### src/rtl/dfb_pkg.sv
package dfb_pkg;
  localparam int BYTE_W = 8;

  localparam logic [BYTE_W-1:0] OP_DF_ON   = 8'hD1;
  localparam logic [BYTE_W-1:0] OP_DF_OFF  = 8'hD0;
  localparam logic [BYTE_W-1:0] OP_STATUS  = 8'hD5;
  localparam logic [BYTE_W-1:0] OP_SET_UPR = 8'h10;

  typedef enum logic [2:0] {
    PH_IDLE,
    PH_BURST,
    PH_INSTR,
    PH_UPPER,
    PH_OUT
  } phase_e;
endpackage

### src/rtl/dfb_sync.sv
module dfb_sync #(
  parameter int   STAGES  = 2,
  parameter logic RST_VAL = 1'b0
) (
  input  logic clk_i,
  input  logic rst_ni,
  input  logic d_i,
  output logic q_o
);
  logic [STAGES-1:0] sr_q;

  always_ff @(posedge clk_i or negedge rst_ni) begin
    if (!rst_ni) sr_q <= {STAGES{RST_VAL}};
    else         sr_q <= {sr_q[STAGES-2:0], d_i};
  end

  assign q_o = sr_q[STAGES-1];
endmodule

### src/rtl/dfb_shifter.sv
module dfb_shifter
  import dfb_pkg::*;
(
  input  logic              clk_i,
  input  logic              rst_ni,
  input  logic              csb_i,
  input  logic              csb_fall_i,
  input  logic              sclk_rise_i,
  input  logic              sclk_fall_i,
  input  logic              sdi_i,
  input  logic              load_i,
  input  logic [BYTE_W-1:0] load_byte_i,
  output logic              byte_done_o,
  output logic [BYTE_W-1:0] rx_byte_o,
  output logic              sdo_o
);
  localparam int BC_W = $clog2(BYTE_W);

  logic [BC_W-1:0]   bit_cnt_q;
  logic [BYTE_W-1:0] rx_sr_q;
  logic [BYTE_W-1:0] tx_sr_q;
  logic              sdo_q;

  assign byte_done_o = sclk_rise_i && !csb_i && (bit_cnt_q == BC_W'(BYTE_W - 1));
  assign rx_byte_o   = {rx_sr_q[BYTE_W-2:0], sdi_i};
  assign sdo_o       = sdo_q;

  always_ff @(posedge clk_i or negedge rst_ni) begin
    if (!rst_ni) begin
      bit_cnt_q <= '0;
      rx_sr_q   <= '0;
    end else if (csb_i || csb_fall_i) begin
      bit_cnt_q <= '0;
    end else if (sclk_rise_i) begin
      bit_cnt_q <= bit_cnt_q + 1'b1;
      rx_sr_q   <= rx_byte_o;
    end
  end

  always_ff @(posedge clk_i or negedge rst_ni) begin
    if (!rst_ni) begin
      tx_sr_q <= '0;
      sdo_q   <= 1'b0;
    end else if (csb_i || csb_fall_i) begin
      tx_sr_q <= '0;
      sdo_q   <= 1'b0;
    end else if (load_i) begin
      tx_sr_q <= load_byte_i;
    end else if (sclk_fall_i) begin
      sdo_q   <= tx_sr_q[BYTE_W-1];
      tx_sr_q <= {tx_sr_q[BYTE_W-2:0], 1'b0};
    end
  end

  assert_bitcnt_clear_R8: assert property (@(posedge clk_i) disable iff (!rst_ni)
    csb_fall_i |=> (bit_cnt_q == '0));
  assert_sdo_idle_R7: assert property (@(posedge clk_i) disable iff (!rst_ni)
    csb_i |=> !sdo_q);
endmodule

### src/rtl/dfb_ctrl.sv
module dfb_ctrl
  import dfb_pkg::*;
#(
  parameter int ADDR_W  = 7,
  parameter int UPPER_W = 3,
  parameter int CNT_W   = 3
) (
  input  logic               clk_i,
  input  logic               rst_ni,
  input  logic               csb_i,
  input  logic               csb_fall_i,
  input  logic               sclk_lvl_i,
  input  logic               byte_done_i,
  input  logic [BYTE_W-1:0]  rx_byte_i,
  input  logic [ADDR_W-1:0]  cfg_start_i,
  input  logic [CNT_W-1:0]   cfg_count_i,
  input  logic [BYTE_W-1:0]  rd_data_i,
  output logic [ADDR_W-1:0]  rd_addr_o,
  output logic               load_o,
  output logic [BYTE_W-1:0]  load_byte_o,
  output logic [UPPER_W-1:0] upper_o
);
  localparam int LOWER_W   = ADDR_W - UPPER_W;
  localparam int LEFT_W    = CNT_W + 1;
  localparam int MAX_BURST = 1 << CNT_W;

  phase_e             phase_q;
  logic [ADDR_W-1:0]  ptr_q;
  logic [LEFT_W-1:0]  left_q;
  logic [UPPER_W-1:0] upper_q;
  logic               df_en_q;
  logic               fetch_q;
  logic               is_read;
  logic               status_hit;

  assign is_read    = rx_byte_i[BYTE_W-1] && (rx_byte_i[BYTE_W-2:LOWER_W] == '0);
  assign status_hit = byte_done_i && (phase_q == PH_INSTR) && (rx_byte_i == OP_STATUS);

  assign rd_addr_o = ptr_q;
  assign upper_o   = upper_q;

  always_comb begin
    load_o      = fetch_q || status_hit;
    load_byte_o = rd_data_i;
    if (!fetch_q) begin
      load_byte_o    = '0;
      load_byte_o[1] = df_en_q;
    end
  end

  always_ff @(posedge clk_i or negedge rst_ni) begin
    if (!rst_ni) begin
      phase_q <= PH_IDLE;
      ptr_q   <= '0;
      left_q  <= '0;
      upper_q <= '0;
      df_en_q <= 1'b0;
      fetch_q <= 1'b0;
    end else if (csb_fall_i) begin
      fetch_q <= 1'b0;
      if (df_en_q && sclk_lvl_i) begin
        phase_q <= PH_BURST;
        ptr_q   <= cfg_start_i;
        left_q  <= (cfg_count_i == '0) ? LEFT_W'(MAX_BURST) : {1'b0, cfg_count_i};
        fetch_q <= 1'b1;
      end else begin
        phase_q <= PH_INSTR;
      end
    end else if (csb_i) begin
      phase_q <= PH_IDLE;
      fetch_q <= 1'b0;
    end else begin
      if (fetch_q) begin
        ptr_q   <= ptr_q + 1'b1;
        fetch_q <= 1'b0;
      end
      if (byte_done_i) begin
        unique case (phase_q)
          PH_BURST: begin
            left_q <= left_q - 1'b1;
            if (left_q == LEFT_W'(1)) phase_q <= PH_INSTR;
            else                      fetch_q <= 1'b1;
          end
          PH_INSTR: begin
            if (rx_byte_i == OP_DF_ON)         df_en_q <= 1'b1;
            else if (rx_byte_i == OP_DF_OFF)   df_en_q <= 1'b0;
            else if (rx_byte_i == OP_STATUS)   phase_q <= PH_OUT;
            else if (rx_byte_i == OP_SET_UPR)  phase_q <= PH_UPPER;
            else if (is_read) begin
              ptr_q   <= {upper_q, rx_byte_i[LOWER_W-1:0]};
              fetch_q <= 1'b1;
              phase_q <= PH_OUT;
            end
          end
          PH_UPPER: begin
            upper_q <= rx_byte_i[UPPER_W-1:0];
            phase_q <= PH_INSTR;
          end
          PH_OUT:  phase_q <= PH_INSTR;
          default: phase_q <= PH_IDLE;
        endcase
      end
    end
  end

  assert_left_range_R4: assert property (@(posedge clk_i) disable iff (!rst_ni)
    (phase_q == PH_BURST) |-> (left_q >= LEFT_W'(1) && left_q <= LEFT_W'(MAX_BURST)));
  assert_upper_hold_R6: assert property (@(posedge clk_i) disable iff (!rst_ni)
    (phase_q == PH_BURST) |=> $stable(upper_q));
  assert_mode_change_R2: assert property (@(posedge clk_i) disable iff (!rst_ni)
    !$stable(df_en_q) |-> $past(byte_done_i));
  assert_abort_idle_R8: assert property (@(posedge clk_i) disable iff (!rst_ni)
    (csb_i && !csb_fall_i) |=> (phase_q == PH_IDLE));
  assert_no_burst_sclk_low_R9: assert property (@(posedge clk_i) disable iff (!rst_ni)
    (csb_fall_i && !sclk_lvl_i) |=> (phase_q == PH_INSTR));
endmodule

### src/rtl/dfb_spi_seq.sv
module dfb_spi_seq
  import dfb_pkg::*;
#(
  parameter int ADDR_W   = 7,
  parameter int UPPER_W  = 3,
  parameter int CNT_W    = 3,
  parameter int SYNC_STG = 2
) (
  input  logic               clk_i,
  input  logic               rst_ni,
  input  logic               sclk_i,
  input  logic               csb_i,
  input  logic               sdi_i,
  output logic               sdo_o,
  input  logic [ADDR_W-1:0]  cfg_start_i,
  input  logic [CNT_W-1:0]   cfg_count_i,
  output logic [ADDR_W-1:0]  rd_addr_o,
  input  logic [BYTE_W-1:0]  rd_data_i,
  output logic [UPPER_W-1:0] upper_addr_o
);
  logic sclk_s, csb_s, sdi_s;
  logic sclk_d, csb_d;
  logic sclk_rise, sclk_fall, csb_fall;
  logic byte_done, load;
  logic [BYTE_W-1:0] rx_byte, load_byte;

  dfb_sync #(.STAGES(SYNC_STG), .RST_VAL(1'b1)) u_sync_sclk (
    .clk_i(clk_i), .rst_ni(rst_ni), .d_i(sclk_i), .q_o(sclk_s));
  dfb_sync #(.STAGES(SYNC_STG), .RST_VAL(1'b1)) u_sync_csb (
    .clk_i(clk_i), .rst_ni(rst_ni), .d_i(csb_i), .q_o(csb_s));
  dfb_sync #(.STAGES(SYNC_STG), .RST_VAL(1'b0)) u_sync_sdi (
    .clk_i(clk_i), .rst_ni(rst_ni), .d_i(sdi_i), .q_o(sdi_s));

  always_ff @(posedge clk_i or negedge rst_ni) begin
    if (!rst_ni) begin
      sclk_d <= 1'b1;
      csb_d  <= 1'b1;
    end else begin
      sclk_d <= sclk_s;
      csb_d  <= csb_s;
    end
  end

  assign sclk_rise = sclk_s && !sclk_d;
  assign sclk_fall = !sclk_s && sclk_d;
  assign csb_fall  = !csb_s && csb_d;

  dfb_shifter u_shifter (
    .clk_i       (clk_i),
    .rst_ni      (rst_ni),
    .csb_i       (csb_s),
    .csb_fall_i  (csb_fall),
    .sclk_rise_i (sclk_rise),
    .sclk_fall_i (sclk_fall),
    .sdi_i       (sdi_s),
    .load_i      (load),
    .load_byte_i (load_byte),
    .byte_done_o (byte_done),
    .rx_byte_o   (rx_byte),
    .sdo_o       (sdo_o)
  );

  dfb_ctrl #(.ADDR_W(ADDR_W), .UPPER_W(UPPER_W), .CNT_W(CNT_W)) u_ctrl (
    .clk_i       (clk_i),
    .rst_ni      (rst_ni),
    .csb_i       (csb_s),
    .csb_fall_i  (csb_fall),
    .sclk_lvl_i  (sclk_s),
    .byte_done_i (byte_done),
    .rx_byte_i   (rx_byte),
    .cfg_start_i (cfg_start_i),
    .cfg_count_i (cfg_count_i),
    .rd_data_i   (rd_data_i),
    .rd_addr_o   (rd_addr_o),
    .load_o      (load),
    .load_byte_o (load_byte),
    .upper_o     (upper_addr_o)
  );
endmodule

### config.mk
export PLATFORM = sky130hd
export DESIGN_NAME = dfb_spi_seq
export DESIGN_NICKNAME = d
export VERILOG_FILES = /design/src/rtl/dfb_pkg.sv /design/src/rtl/dfb_sync.sv /design/src/rtl/dfb_shifter.sv /design/src/rtl/dfb_ctrl.sv /design/src/rtl/dfb_spi_seq.sv
export SDC_FILE = /design/constraint.sdc
export NUM_CORES = 1
export LEC_CHECK = 0
export BUFFER_PORTS_ARGS = -buffer_cell sky130_fd_sc_hd__buf_2
export CORE_ASPECT_RATIO = 0.75
export CORE_MARGIN = 2
export CORE_UTILIZATION = 52
export DETAILED_ROUTE_END_ITERATION = 8
export PLACE_DENSITY_LB_ADDON = 0.1
export SYNTH_ARGS = -nofsm -noshare
export SYNTH_HDL_FRONTEND = slang
export SYNTH_HIERARCHICAL = 1
export SYNTH_SLANG_ARGS = --single-unit
### constraint.sdc
create_clock -name clk_i -period 2.5 [get_ports clk_i]
set_clock_uncertainty 0.1 [all_clocks]
set_input_delay 0.75 -clock clk_i [delete_from_list [all_inputs] [get_ports clk_i]]
set_output_delay 0.75 -clock clk_i [all_outputs]
set_load 0.1 [all_outputs]
==> results.py <==
metrics = {
    "worst_setup_path": {
        "crit_type": "reg2reg",
        "worstPathArrival_ps": 2230,
        "critPathRequiredTime_ps": 2590,
        "critPathMaxStageDelay_ps": 560,
        "crit_path_top_delay_cell": "dfstp_2",
        "critical_path.top_delay_family": "simple AND/OR/NAND/NOR gates",
        "crit_path_cell_trace": "nor2b_1, nand2_1, nor2_1, or3b_4, nor3_4, mux2_1",
        "cp-start-kind": "flop",
        "end_kind": "flop",
        "critical_path_peak_fanout": 5,
        "worst-path-buf-inv": 0,
    },
    "power": {
        "swShare": 0.364,
        "fin_total_pwr_mw": 1.95,
        "p_per_area_nw_per_um2": 678,
        "power.net_switching_uw": 711,
        "pwr-share-seq": 0.490,
        "power_frac_comb": 0.270,
        "clkPwrFrac": 0.240,
        "intPower_mw": 1.24,
        "peakVddDrop_mv": 0.432,
        "leakagePower_nw": 1.35,
    },
    "cells_and_area": {
        "seqCellArea_um2": 1160,
        "finalNetCount": 296,
        "mostFrequentLayoutCell": "dfrtp_1",
        "stdcell_count": 329,
        "multiInputGateArea_um2": 1310,
        "diodes": 0,
        "final_core_util": 0.598,
        "num-fill-cells": 398,
        "layout_common_cells": "dfrtp_1, buf_2, nor2_1",
        "areaGrowthSynthToFinish_pct": 12.5,
        "design_area_um2": 2880,
        "drive_gt1_frac": 0.290,
    },
    "timing": {
        "period_share": 0.858,
        "drv_slew": 0,
        "hold_viol": 0,
        "slew_headroom": 0.552,
        "worst_slack_ps": 356,
        "worst_slew_pin_slew_ps": 670,
        "finalHoldWorstSlack_ps": 258,
        "fmaxAchievable_mhz": 466,
        "totalNegativeSetupSlack_ps": 0,
        "setup_violations": 0,
        "rsz0062_at_grt": "false",
        "layout_min_cycle_time_ps": 2140,
    },
    "clock_tree": {
        "cts_buffer_depth": 2,
        "numCtsBuffers": 5,
        "cts_tree": "yes",
        "cts_root_buffer": "clkbuf_8",
        "cts_setup_buffers": 0,
        "ctsHtreeMaxLevel": 2,
        "clkTransAtPathRegs_ps": 90,
        "cts_sinks": 46,
        "clock_latency_ps": 300,
        "cts_resized": 0,
        "hold_buffers": 0,
    },
    "route": {
        "drc": 0,
        "dr.pass1.iters": 4,
        "wl_per_cell_um": 15.4,
        "num_vias": 1811,
        "viasPerCell": 5.50,
        "wl_um": 5080,
        "first_iter_violations": 107,
        "ant_nets": 0,
    },
    "synth": {
        "synth_area_um2": 2560,
        "netlist-cell-type-count": 54,
        "synthArstFlopShare": 1.00,
        "syn-num-nets": 260,
        "synth_edf_count": 0,
        "synth_cells": 232,
        "yosys_warnings": 6,
        "seq_area_frac_synth": 0.453,
        "synth.avg_cell_area_um2": 11.0,
        "synth_flop_cell": "dfrtp_1",
        "synth_seq_cells": 46,
    },
    "floorplan": {
        "design.core.area_um2": 4820,
        "io_pins": 34,
        "initial_core_util": 0.531,
        "fp.dieH_um": 64.8,
        "chipWidth_um": 85.0,
        "dieArea_um2": 5510,
        "fp-row-count": 22,
    },
    "place": {
        "io_buffer_count": 33,
        "routabilityCongestion": 0.775,
        "placedInstanceArea_um2": 2790,
        "dp_slack_ps": 368,
        "dp_hpwl_um": 3560,
        "numPlacedInstances": 321,
    },
    "global_route": {
        "antenna_found_initial": 0,
        "grt_pass1_wl_um": 8710,
        "grt_use_total": 0.205,
        "grt_pass1_vias": 1721,
        "grt_start_max_net_pins": 47,
        "grt-ovfl-total": 0,
    },
    "hold_path": {
        "hold_path_class": "reg2reg",
    },
    "outcome": {
        "status": "completed",
    },
    "flow_run": {
        "maxCapViolations": 0,
    },
}
-- layout make-up --
type | instances | share of cell area
inverter | 6 | 0.00782
sequential | 46 | 0.402
clock inverter | 1 | 0.00174
clock buffer | 7 | 0.0300
timing repair buffer | 39 | 0.0774
multi-input combinational | 170 | 0.455
tap | 60 | 0.0261
-- sequential cells by signal (all words and copies together), names as in the netlist --
register / count
u_sync_sdi/sr_q: 2
u_shifter/bit_cnt_q: 3
u_ctrl/fetch_q: 1
u_ctrl/rd_addr_o: 7
u_ctrl/phase_q: 3
u_shifter/rx_sr_q: 7
u_shifter/sdo_o: 1
u_ctrl/left_q: 4
u_ctrl/upper_o: 3
u_ctrl/df_en_q: 1
u_sync_sclk/sr_q: 2
csb_d: 1
u_shifter/tx_sr_q: 8
sclk_d: 1
u_sync_csb/sr_q: 2
-- cell families after synthesis --
family                     count (synthesis)  share of synthesized area
and+or+nand+nor                           78                      0.191
DFF                                       46                      0.453
AOI/OAI and AO/OA                         43                      0.106
muxes                                     38                      0.170
buffers and inverters                     16                     0.0362
xor gates and xnor gates                   6                     0.0205
adders and majority gates                  5                     0.0244
-- path summary, 6_finish.rpt --
path                                          start                   end  slack, ps  cells past startpoint
worst max register to register  u_sync_sclk/sr_q[1]     u_ctrl/upper_o[2]        360                      6
min in group asynchronous                    rst_ni  u_shifter/rx_sr_q[2]        320                      2
worst max-delay path            u_sync_sclk/sr_q[1]     u_ctrl/upper_o[2]        360                      6
max in group asynchronous                    rst_ni   u_sync_sclk/sr_q[0]       1700                      2
worst min register to register  u_sync_sclk/sr_q[0]   u_sync_sclk/sr_q[1]        260                      0
worst min-delay path            u_sync_sclk/sr_q[0]   u_sync_sclk/sr_q[1]        260                      0
-- routing by layer --
metal / global-route usage / routed length (um) / share of wire / vias up
met5: 0 / 0 / 0 / -
met1: 0.317 / 2750 / 0.54 / 867
met4: 0.0794 / 59 / 0.012 / 0
met3: 0.0433 / 211 / 0.042 / 6
met2: 0.276 / 2070 / 0.41 / 40
li1: - / - / - / 898
-- power groups by stage --
stage	Clock (mW)	Sequential (mW)	Combinational [mW]
6_report	0.468	0.958	0.527
3_3_place_gp	0	0.972	0.518
3_5_place_dp	0	0.969	0.527
5_1_grt	0.511	0.974	0.568
4_1_cts	0.482	0.956	0.529
2_1_floorplan	0	1.13	0.241
-- synthesized netlist by cell type, drive strengths merged, types with 2 or more instances --
cell type	instances	area, um^2
o21ai	14	85.1
nor2b	2	12.5
a21oi	16	80.1
nand3	7	45.0
dfrtp	40	1000
or2	3	18.8
nand4	3	18.8
inv	5	18.8
nand2	10	37.5
o221ai	2	17.5
nor4	2	12.5
and2	9	56.3
mux2	19	244
o22ai	3	18.8
ha	5	62.6
nor2	23	105
xor2	2	17.5
nor3b	3	27.5
dfstp	6	158
nor3	3	26.3
nand2b	2	12.5
mux2i	19	190
buf	9	66.3
and3	2	12.5
xnor2	4	35.0
nor4b	2	38.8
or3b	4	37.5
a21o	3	22.5
(Power assumes the default switching activity.)
